## config.mk

```make
export PLATFORM = sky130hd
export DESIGN_NAME = wave_sequencer
export DESIGN_NICKNAME = d
export VERILOG_FILES = /design/src/rtl/wseq_pkg.sv /design/src/rtl/wseq_cfg.sv /design/src/rtl/wseq_tick.sv /design/src/rtl/wseq_ctrl.sv /design/src/rtl/wave_sequencer.sv
export SDC_FILE = /design/constraint.sdc
export NUM_CORES = 2
export LEC_CHECK = 0
export BUFFER_PORTS_ARGS = -buffer_cell sky130_fd_sc_hd__clkbuf_2
export CAP_MARGIN = 20
export CELL_PAD_IN_SITES_DETAIL_PLACEMENT = 0
export CELL_PAD_IN_SITES_GLOBAL_PLACEMENT = 2
export CORE_AREA = 5 5 521 523
export DETAILED_ROUTE_END_ITERATION = 10
export DIE_AREA = 0 0 526 528
export GPL_TIMING_DRIVEN = 1
export HOLD_SLACK_MARGIN = 0.12
export PLACE_DENSITY = 0.83
export SYNTH_ARGS = -nofsm -noshare
export SYNTH_HDL_FRONTEND = slang
export SYNTH_SLANG_ARGS = --single-unit
export TNS_END_PERCENT = 50
```

## constraint.sdc

```tcl
create_clock -name clk -period 2.7 [get_ports clk]
set_input_delay 0.135 -clock clk [delete_from_list [all_inputs] [get_ports clk]]
set_output_delay 0.135 -clock clk [all_outputs]
set_load 0.02 [all_outputs]
```

## src/rtl/wseq_pkg.sv

```systemverilog
// Shared types for the waveform sequencer.
package wseq_pkg;
    typedef enum logic [1:0] {
        ST_IDLE  = 2'd0,
        ST_ARMED = 2'd1,
        ST_RUN   = 2'd2,
        ST_DONE  = 2'd3
    } seq_state_e;

    typedef enum logic [1:0] {
        SEL_TABLE = 2'd0,
        SEL_LEN   = 2'd1,
        SEL_DIV   = 2'd2,
        SEL_MODE  = 2'd3
    } cfg_sel_e;
endpackage

```

## src/rtl/wseq_cfg.sv

```systemverilog
// Parameter store: sample table, length, tick reload and mode flag.
// Assumes CFG_W is at least SAMPLE_W, DIV_W and the address width.
// Writes are accepted only while allow is high.
module wseq_cfg #(
    parameter int SAMPLE_W = 12,
    parameter int DEPTH    = 256,
    parameter int DIV_W    = 16,
    parameter int CFG_W    = 16,
    localparam int AW      = $clog2(DEPTH)
) (
    input  logic                clk,
    input  logic                rst_n,
    input  logic                wr_en,
    input  logic [1:0]          wr_sel,
    input  logic [AW-1:0]       wr_addr,
    input  logic [CFG_W-1:0]    wr_data,
    input  logic                allow,
    input  logic [AW-1:0]       rd_addr,
    output logic [SAMPLE_W-1:0] rd_data,
    output logic [AW-1:0]       len_m1,
    output logic [DIV_W-1:0]    divisor,
    output logic                periodic,
    output logic                wr_taken,
    output logic                mode_taken
);
    import wseq_pkg::*;

    logic [SAMPLE_W-1:0] mem [DEPTH];

    // Qualify writes with the state-based permission.
    always_comb begin
        wr_taken   = wr_en && allow;
        mode_taken = wr_taken && (wr_sel == SEL_MODE);
    end

    // Table storage write port.
    always_ff @(posedge clk) begin
        if (wr_taken && wr_sel == SEL_TABLE)
            mem[wr_addr] <= wr_data[SAMPLE_W-1:0];
    end

    // Combinational table read for the current play address.
    assign rd_data = mem[rd_addr];

    // Scalar parameter registers.
    always_ff @(posedge clk) begin
        if (!rst_n) begin
            len_m1   <= '0;
            divisor  <= '0;
            periodic <= 1'b0;
        end else if (wr_taken) begin
            case (wr_sel)
                SEL_LEN:  len_m1   <= wr_data[AW-1:0];
                SEL_DIV:  divisor  <= wr_data[DIV_W-1:0];
                SEL_MODE: periodic <= wr_data[0];
                default:  ;
            endcase
        end
    end

    // parameters stay frozen whenever writes are not permitted.
    a_r8_frozen_params: assert property (@(posedge clk) disable iff (!rst_n)
        !allow |=> ($stable(len_m1) && $stable(divisor) && $stable(periodic)));
endmodule

```

## src/rtl/wseq_tick.sv

```systemverilog
// Step-rate generator: a down-counter reloaded from the divisor.
// Assumes the divisor is stable while run is high. step fires when the
// count is zero, so steps are divisor+1 cycles apart.
module wseq_tick #(
    parameter int DIV_W = 16
) (
    input  logic             clk,
    input  logic             rst_n,
    input  logic             run,
    input  logic [DIV_W-1:0] divisor,
    output logic             step
);
    logic [DIV_W-1:0] cnt_q;

    // Step request when counting is enabled and the count is exhausted.
    assign step = run && (cnt_q == '0);

    // Countdown with reload; parked at zero when not running.
    always_ff @(posedge clk) begin
        if (!rst_n || !run)
            cnt_q <= '0;
        else if (cnt_q == '0)
            cnt_q <= divisor;
        else
            cnt_q <= cnt_q - 1'b1;
    end

    // the count never exceeds the programmed reload during a run.
    a_r4_count_bound: assert property (@(posedge clk) disable iff (!rst_n)
        run |-> (cnt_q <= divisor));
endmodule

```

## src/rtl/wseq_ctrl.sv

```systemverilog
// Sequencer control: state machine, play address and the DAC output stage.
// Assumes rd_data is the table entry at rd_addr in the same cycle.
module wseq_ctrl #(
    parameter int SAMPLE_W = 12,
    parameter int DEPTH    = 256,
    localparam int AW      = $clog2(DEPTH)
) (
    input  logic                clk,
    input  logic                rst_n,
    input  logic                start_local,
    input  logic                start_host,
    input  logic                abort,
    input  logic                wr_taken,
    input  logic                mode_taken,
    input  logic                step,
    input  logic [AW-1:0]       len_m1,
    input  logic                periodic,
    input  logic [SAMPLE_W-1:0] rd_data,
    output logic [AW-1:0]       rd_addr,
    output logic [1:0]          state,
    output logic                allow,
    output logic                run,
    output logic [SAMPLE_W-1:0] dac_code,
    output logic                dac_oe,
    output logic                report_stb
);
    import wseq_pkg::*;

    seq_state_e state_q;
    logic [AW-1:0] addr_q;
    logic          fin_q;
    logic          start_any;

    // Merge the two start sources.
    assign start_any = start_local || start_host;

    // Decode permissions from the state.
    always_comb begin
        allow   = (state_q != ST_RUN);
        run     = (state_q == ST_RUN);
        rd_addr = addr_q;
        state   = state_q;
    end

    // State machine, address counter and output registers.
    always_ff @(posedge clk) begin
        if (!rst_n) begin
            state_q    <= ST_IDLE;
            addr_q     <= '0;
            fin_q      <= 1'b0;
            dac_code   <= '0;
            dac_oe     <= 1'b0;
            report_stb <= 1'b0;
        end else begin
            report_stb <= 1'b0;
            if (abort) begin
                state_q <= ST_IDLE;
                dac_oe  <= 1'b0;
                addr_q  <= '0;
                fin_q   <= 1'b0;
            end else begin
                case (state_q)
                    ST_IDLE: begin
                        if (mode_taken) state_q <= ST_ARMED;
                    end
                    ST_ARMED: begin
                        if (start_any) begin
                            state_q <= ST_RUN;
                            addr_q  <= '0;
                            fin_q   <= 1'b0;
                        end
                    end
                    ST_RUN: begin
                        if (step) begin
                            if (fin_q) begin
                                state_q <= ST_DONE;
                                dac_oe  <= 1'b0;
                            end else begin
                                dac_code   <= rd_data;
                                report_stb <= 1'b1;
                                dac_oe     <= 1'b1;
                                if (addr_q == len_m1) begin
                                    addr_q <= '0;
                                    fin_q  <= !periodic;
                                end else begin
                                    addr_q <= addr_q + 1'b1;
                                end
                            end
                        end
                    end
                    ST_DONE: begin
                        if (mode_taken)    state_q <= ST_ARMED;
                        else if (wr_taken) state_q <= ST_IDLE;
                    end
                    default: state_q <= ST_IDLE;
                endcase
            end
        end
    end

    // the DAC code only changes together with the report strobe.
    a_r5_change_with_strobe: assert property (@(posedge clk) disable iff (!rst_n)
        (dac_code != $past(dac_code)) |-> report_stb);

    // a run can only be entered from the armed state.
    a_r3_run_from_armed: assert property (@(posedge clk) disable iff (!rst_n)
        (state_q == ST_RUN && $past(state_q) != ST_RUN) |-> ($past(state_q) == ST_ARMED));

    // abort lands in idle with the drive released.
    a_r9_abort_idle: assert property (@(posedge clk) disable iff (!rst_n)
        abort |=> (state_q == ST_IDLE && !dac_oe));

    // the done state never drives the load.
    a_r7_done_released: assert property (@(posedge clk) disable iff (!rst_n)
        (state_q == ST_DONE) |-> !dac_oe);

    // in repeat mode the address wraps to zero and the run continues.
    a_r6_wrap_zero: assert property (@(posedge clk) disable iff (!rst_n)
        (state_q == ST_RUN && step && !fin_q && addr_q == len_m1 && periodic && !abort)
        |=> (addr_q == '0 && state_q == ST_RUN));

    // a strobe is always accompanied by an enabled drive.
    a_r10_strobe_driven: assert property (@(posedge clk) disable iff (!rst_n)
        report_stb |-> dac_oe);
endmodule

```

## src/rtl/wave_sequencer.sv

```systemverilog
// Top of the table-driven waveform sequencer: ties the parameter store,
// the tick generator and the control together. Assumes a single clock.
module wave_sequencer #(
    parameter int SAMPLE_W = 12,
    parameter int DEPTH    = 256,
    parameter int DIV_W    = 16,
    localparam int AW      = $clog2(DEPTH),
    localparam int CFG_W   = (DIV_W > SAMPLE_W) ? DIV_W : SAMPLE_W
) (
    input  logic                clk,
    input  logic                rst_n,
    input  logic                cfg_we,
    input  logic [1:0]          cfg_sel,
    input  logic [AW-1:0]       cfg_addr,
    input  logic [CFG_W-1:0]    cfg_data,
    input  logic                start_local,
    input  logic                start_host,
    input  logic                abort,
    output logic [SAMPLE_W-1:0] dac_code,
    output logic                dac_oe,
    output logic                report_stb,
    output logic [1:0]          seq_state
);
    logic [SAMPLE_W-1:0] rd_data;
    logic [AW-1:0]       rd_addr;
    logic [AW-1:0]       len_m1;
    logic [DIV_W-1:0]    divisor;
    logic                periodic;
    logic                wr_taken;
    logic                mode_taken;
    logic                allow;
    logic                run;
    logic                step;

    wseq_cfg #(
        .SAMPLE_W(SAMPLE_W), .DEPTH(DEPTH), .DIV_W(DIV_W), .CFG_W(CFG_W)
    ) i_cfg (
        .clk(clk), .rst_n(rst_n),
        .wr_en(cfg_we), .wr_sel(cfg_sel), .wr_addr(cfg_addr), .wr_data(cfg_data),
        .allow(allow), .rd_addr(rd_addr), .rd_data(rd_data),
        .len_m1(len_m1), .divisor(divisor), .periodic(periodic),
        .wr_taken(wr_taken), .mode_taken(mode_taken)
    );

    wseq_tick #(.DIV_W(DIV_W)) i_tick (
        .clk(clk), .rst_n(rst_n), .run(run), .divisor(divisor), .step(step)
    );

    wseq_ctrl #(.SAMPLE_W(SAMPLE_W), .DEPTH(DEPTH)) i_ctrl (
        .clk(clk), .rst_n(rst_n),
        .start_local(start_local), .start_host(start_host), .abort(abort),
        .wr_taken(wr_taken), .mode_taken(mode_taken), .step(step),
        .len_m1(len_m1), .periodic(periodic), .rd_data(rd_data),
        .rd_addr(rd_addr), .state(seq_state), .allow(allow), .run(run),
        .dac_code(dac_code), .dac_oe(dac_oe), .report_stb(report_stb)
    );
endmodule

```

Yosys cells after proc, flatten, opt, wreduce, memory -nomap -nowiden:

Memory sizes are Yosys's and may differ from the RTL's. A register that Yosys moved wholly into a read port is not among the register bits.
Index checks and enable logic that the tools add are counted.
W data, S select, Z words.

* register bits: 54
* memory bits (writable): 3072
* bits of input ports: 32
* output and inout port bits: 16
* word-level logic and storage cells: 76
* memories: 1

* $add $sub $neg: 2
* equality and inequality tests: 14
* muxes and demuxes: 21
* bitwise logic cells: 5
* reductions and logical operators: 24

Memory list
* i_cfg.mem: words 256, bits a word 12, read ports 1, clocked after Yosys merged registers in 1, write ports 1, line wseq_cfg.sv:28 `logic [SAMPLE_W-1:0] mem [DEPTH];`

Operators with widths (count)
* $mux W8: 4
* $logic_not A16 Y1: 1
* $mux W16: 1
* $pmux W8 S2: 1
* $sub A16 B1 Y16 const B: 1
* $mux W2: 6
* $add A8 B1 Y8 const B: 1
* $eq A2 B2 Y1 const B: 4
* $eq A8 B8 Y1: 1
* $pmux W2 S4: 1
* $reduce_and A2 Y1: 4
* $reduce_and A4 Y1: 2
* $mux W1: 7
* $ne A2 B1 Y1 const B: 3
* $ne A2 B2 Y1 const B: 3
* $not A1 Y1: 5
* $reduce_and A5 Y1: 1
* $eq A2 B1 Y1 const B: 2
* $logic_and A1 B1 Y1: 4
* $logic_not A1 Y1: 4
* $logic_not A2 Y1: 2
* $reduce_or A4 Y1: 1
* $ne A3 B3 Y1 const B: 1
* $reduce_and A3 Y1: 1
* 4 further kinds: 5

Depth between registers and ports, before layout:

* depth in word-level cells: 5
* gate-level depth with buffers: 14
* depth with buffers taken out: 9

Hierarchy:

From an unflattened synthesis, not the netlist that was laid out.

* cells, all modules: 5766
* area, all modules: 121305.1 um^2

By module, submodules not included
* wseq_cfg: times used 1, cells an instance 5519, area an instance 119110.5 um^2, seq. area each 92749.0 um^2
* wseq_ctrl: times used 1, cells an instance 144, area an instance 1238.7 um^2, seq. area each 500.5 um^2
* wseq_tick: times used 1, cells an instance 103, area an instance 955.9 um^2, seq. area each 320.3 um^2

Least setup slack after synthesis:

No wires, ideal clock.

* kind: reg2reg
* from: reg i_ctrl.state_q[0], in the netlist i_ctrl.state[0]
* to: mem i_cfg.mem[220][0] (enable)
* library setup time: 0.380 ns
* arrival time: 2.768 ns
* data required time: 2.320 ns
* slack: -0.448 ns
* cell stages (with the launch flop): 9
* buffers on the path: 2
* period minus slack after synthesis: 3.148 ns
* path through: dfxtp_1 > inv_1 > ha_1 > clkbuf_1 > nor4_1 > nor3b_1 > nand3_1 > clkbuf_1 > nor2_1

* word-level cells in the longest chain between the ends: 5

Ends and longest elaborated chain
* start, declared: line wseq_ctrl.sv:29 `seq_state_e state_q;`
* start signal, assigned: line wseq_ctrl.sv:48 `state_q <= ST_IDLE;`
* start signal, assigned: line wseq_ctrl.sv:57 `state_q <= ST_IDLE;`
* start signal, assigned: line wseq_ctrl.sv:64 `if (mode_taken) state_q <= ST_ARMED;`
* $ne A2 B2 Y1: line wseq_ctrl.sv:39 `allow = (state_q != ST_RUN);`
* $logic_and A1 B1 Y1: line wseq_cfg.sv:32 `wr_taken = wr_en && allow;`
* $logic_and A1 B1 Y1: line wseq_cfg.sv:38 `if (wr_taken && wr_sel == SEL_TABLE)`
* $mux W1: line wseq_cfg.sv:38
* $mux W1 (not written as such): line wseq_cfg.sv:39 `mem[wr_addr] <= wr_data[SAMPLE_W-1:0];`
* end, declared: line wseq_cfg.sv:28

No other way between the ends.

==> out/results.tsv <==
stage	metric	value	unit
outcome	outcome	finished with violations	
outcome	violations	setup timing	
logic_synthesis	synth_fp_nets	5870	
logic_synthesis	ys_seq_elements	3138	
pwr	internal-power	79.3	mW
place	portBuffers	47	
clocking	numCtsBuffers	323	
place	post-dp-hpwl	236000	um
logic_synthesis	syn_area	122000	um2
finish	fin_util	57.0	%
hold_path	hold_depth	2	
floorplan	core_area	266000	um2
finish	syn_to_final_growth	24.8	%
worst_setup_path	cp_max_fo	6	
timing	slew_viol_final	0	
logic_synthesis	synthFlopType	edfxtp_1	
logic_synthesis	synth_top_area_share	75.8	%
pwr	switching_share	20.2	%
floorplan	ios	48	
logic_synthesis	synth_cell_type_count	85	
timing	relSlewSlack	38.0	%
clocking	cts_root_buffer	clkbuf_16	
logic_synthesis	synthArstFlopShare	0	%
logic_synthesis	syn_area_per_cell	20.9	um2
worst_setup_path	r2r_cells	11	
logic_synthesis	synthTopCellsByArea	edfxtp_1, mux4_2, mux2i_1, nor2_1, dfxtp_1	
clocking	clockBufferDepth	4	
clocking	cts_sinks	3138	
timing	fin_crit	3.10	ns
logic_synthesis	synth_warnings	0	
floorplan	die_width	526	um
timing	rsz0062_at_grt	true	
logic_synthesis	yosys.area.top_type	edfxtp_1	
pwr	powerDensity	654	nW/um2
timing	setup_ws	-0.399	ns
clocking	h-tree-depth	5	
floorplan	die_h	528	um
routing	wl_per_cell	33.3	um
clocking	clk_latency	0.90	ns
clocking	cts_tree	done	
routing	first_pass_iters	7	
pwr	combPwrFrac	2.0	%
worst_setup_path	worstPathArrival	3.82	ns
finish	nets	7119	
pwr	p_switching	20.1	mW
pwr	p_leak	47.9	nW
timing	finClkSkew	0.0628	ns
hold_path	hold_path.class	in -> reg	
timing	layout_worst_path_cycle_share	115	%
timing	holdWs	0.188	ns
routing	drtAntennaViolNets	0	
worst_setup_path	start_kind	register	
flow_run	maxCapViolCount	0	
worst_setup_path	end_kind	register	
logic_synthesis	ys_seq_area_share	76.9	%
place	place_congestion	0.925	
timing	finalHoldViolCount	0	
worst_setup_path	worstSetupPathType	reg -> reg	
timing	fmax	323	MHz
routing	drt_wl_total	363000	um
floorplan	start_util	45.7	%
routing	vias	67224	
timing	setup_viol	12	
global_routing	antenna_found_initial	12	
finish	drive_above_1_share	37.5	%
routing	drc_errors	0	
global_routing	grt_max_degree	145	
global_routing	grt_first_pass_wirelength	512000	um
pwr	clkPwrFrac	44.2	%
logic_synthesis	yosysMostFrequentCell	edfxtp_1	
worst_setup_path	worstPathRequired	3.42	ns
floorplan	die_area	278000	um2
global_routing	grt.overflow.total	0	
global_routing	track_usage	25.8	%
timing	tightest_slew	0.930	ns
logic_synthesis	synth_edf_count	3072	
logic_synthesis	yosys-top-cells-count	edfxtp_1, mux4_2, nor2_1	
logic_synthesis	syn_inst	5831	
routing	viasPerCell	6.17	
pwr	ir_drop	0.000667	V
global_routing	grt_pass1_vias	67285	
pwr	seqPwrFrac	53.8	%
routing	drt_iter0_markers	9594	
floorplan	num_rows	190	
clocking	clkTransAtPathRegs	0.06	ns
==> worst paths after layout <==
kind / to / slack [ns] / startpoint
worst max-delay path: i_ctrl.dac_code[4] / -0.40 / i_ctrl.rd_addr[0]
worst min register to register: i_cfg.divisor[5] / 0.46 / i_cfg.divisor[5]
worst min-delay path: i_cfg.mem[173][11] / 0.19 / cfg_data[11]
worst max register to register: i_ctrl.dac_code[4] / -0.40 / i_ctrl.rd_addr[0]
==> layout make-up <==
class / count / area, um2
diodes: 4 / 10.0
well taps: 3552 / 4440
multi-input cells: 2340 / 28200
repair buffers: 1264 / 15200
inverters: 13 / 55.1
clock buffers: 407 / 8470
flip-flops and latches: 3138 / 93600
fillers: 19013 / 115000
clock inverters: 176 / 1880
==> routing by layer <==
metal	track usage (%)	vias to the layer above	wire length, um
met1	35.0	35219	133000
met3	5.61	781	39100
met4	12.4	10	20700
li1	-	26945	-
met2	40.1	4269	170000
met5	0	-	69
==> power groups by stage <==
stage | Sequential, mW | Clock, mW | Combinational (mW)
finish | 53.5 | 43.9 | 1.97
global route | 53.4 | 46.7 | 2.06
CTS | 53.5 | 44.4 | 1.92
detailed placement | 54.5 | 0 | 1.81
global placement | 54.5 | 0 | 1.73
floorplan | 54.5 | 0 | 0.522
==> registers in the layout (all words and copies together), names as in the netlist <==
| signal | flops |
|---|---|
| i_cfg.divisor | 16 |
| i_cfg.periodic | 1 |
| i_ctrl.fin_q | 1 |
| i_cfg.mem | 3072 |
| i_tick.cnt_q | 16 |
| i_ctrl.dac_code | 12 |
| i_ctrl.report_stb | 1 |
| i_cfg.len_m1 | 8 |
| i_ctrl.dac_oe | 1 |
| i_ctrl.state | 2 |
| i_ctrl.rd_addr | 8 |
==> per-stage QoR <==
stage / cell area (um2) / setup slack (ns) / setup TNS, ns / power, mW / instances
2_1_floorplan: 123000 / -0.0699 / -40.66 / 55.1 / 5831
3_3_place_gp: 138000 / -1.26 / -8.36 / 56.2 / 10144
3_5_place_dp: 138000 / -1.12 / -9.00 / 56.3 / 10144
4_1_cts: 151000 / -0.295 / -2.74 / 99.8 / 10817
5_1_grt: 152000 / -0.388 / -3.84 / 102 / 10892
6_report: 152000 / -0.399 / -3.45 / 99.4 / 10894
==> worst max-delay path, stage by stage, from the launching register on <==
cell and delay, ns:
dfxtp_4 0.37, buf_12 0.17, buf_16 0.16, buf_12 0.12, buf_16 0.12, buf_12 0.11
buf_8 0.12, mux4_2 0.50, a22oi_2 0.23, a21oi_4 0.14, o41ai_4 0.69, a31oi_1 0.18
==> placed cells by master (no fill, tap or decap), types with 35 or more instances in the layout <==
| cell type | count |
|---|---|
| a21oi_1 | 71 |
| a22oi_1 | 129 |
| a22oi_2 | 37 |
| buf_12 | 373 |
| buf_4 | 721 |
| buf_6 | 41 |
| clkbuf_1 | 79 |
| clkbuf_16 | 334 |
| clkbuf_2 | 35 |
| clkinv_1 | 65 |
| clkinv_2 | 41 |
| dfxtp_1 | 59 |
| dlygate4sd3_1 | 35 |
| edfxtp_1 | 3072 |
| mux2i_1 | 226 |
| mux4_2 | 666 |
| nand2_1 | 148 |
| nand3_1 | 62 |
| nor2_1 | 182 |
| nor2_2 | 54 |
| nor2_4 | 123 |
| o22ai_1 | 47 |
==> kinds of logic after synthesis <==
logic type | share of synthesized area (%)
DFF | 76.9
muxes | 14.8
and+or+nand+nor | 2.89
AOI/OAI and AO/OA | 3.40
xor gates and xnor gates | 0.194
adders and majority gates | 0.0719
buffers and inverters | 1.75
==> repair_timing <==
action,CTS,global route
buffers inserted,49,66
hold buffers,37,0
endpoints found under the setup margin,117,92
cloned,8,9
endpoints found under the hold margin,2409,0
resized for setup,224,102
pin swaps,48,44
(Power assumes the default switching activity.)
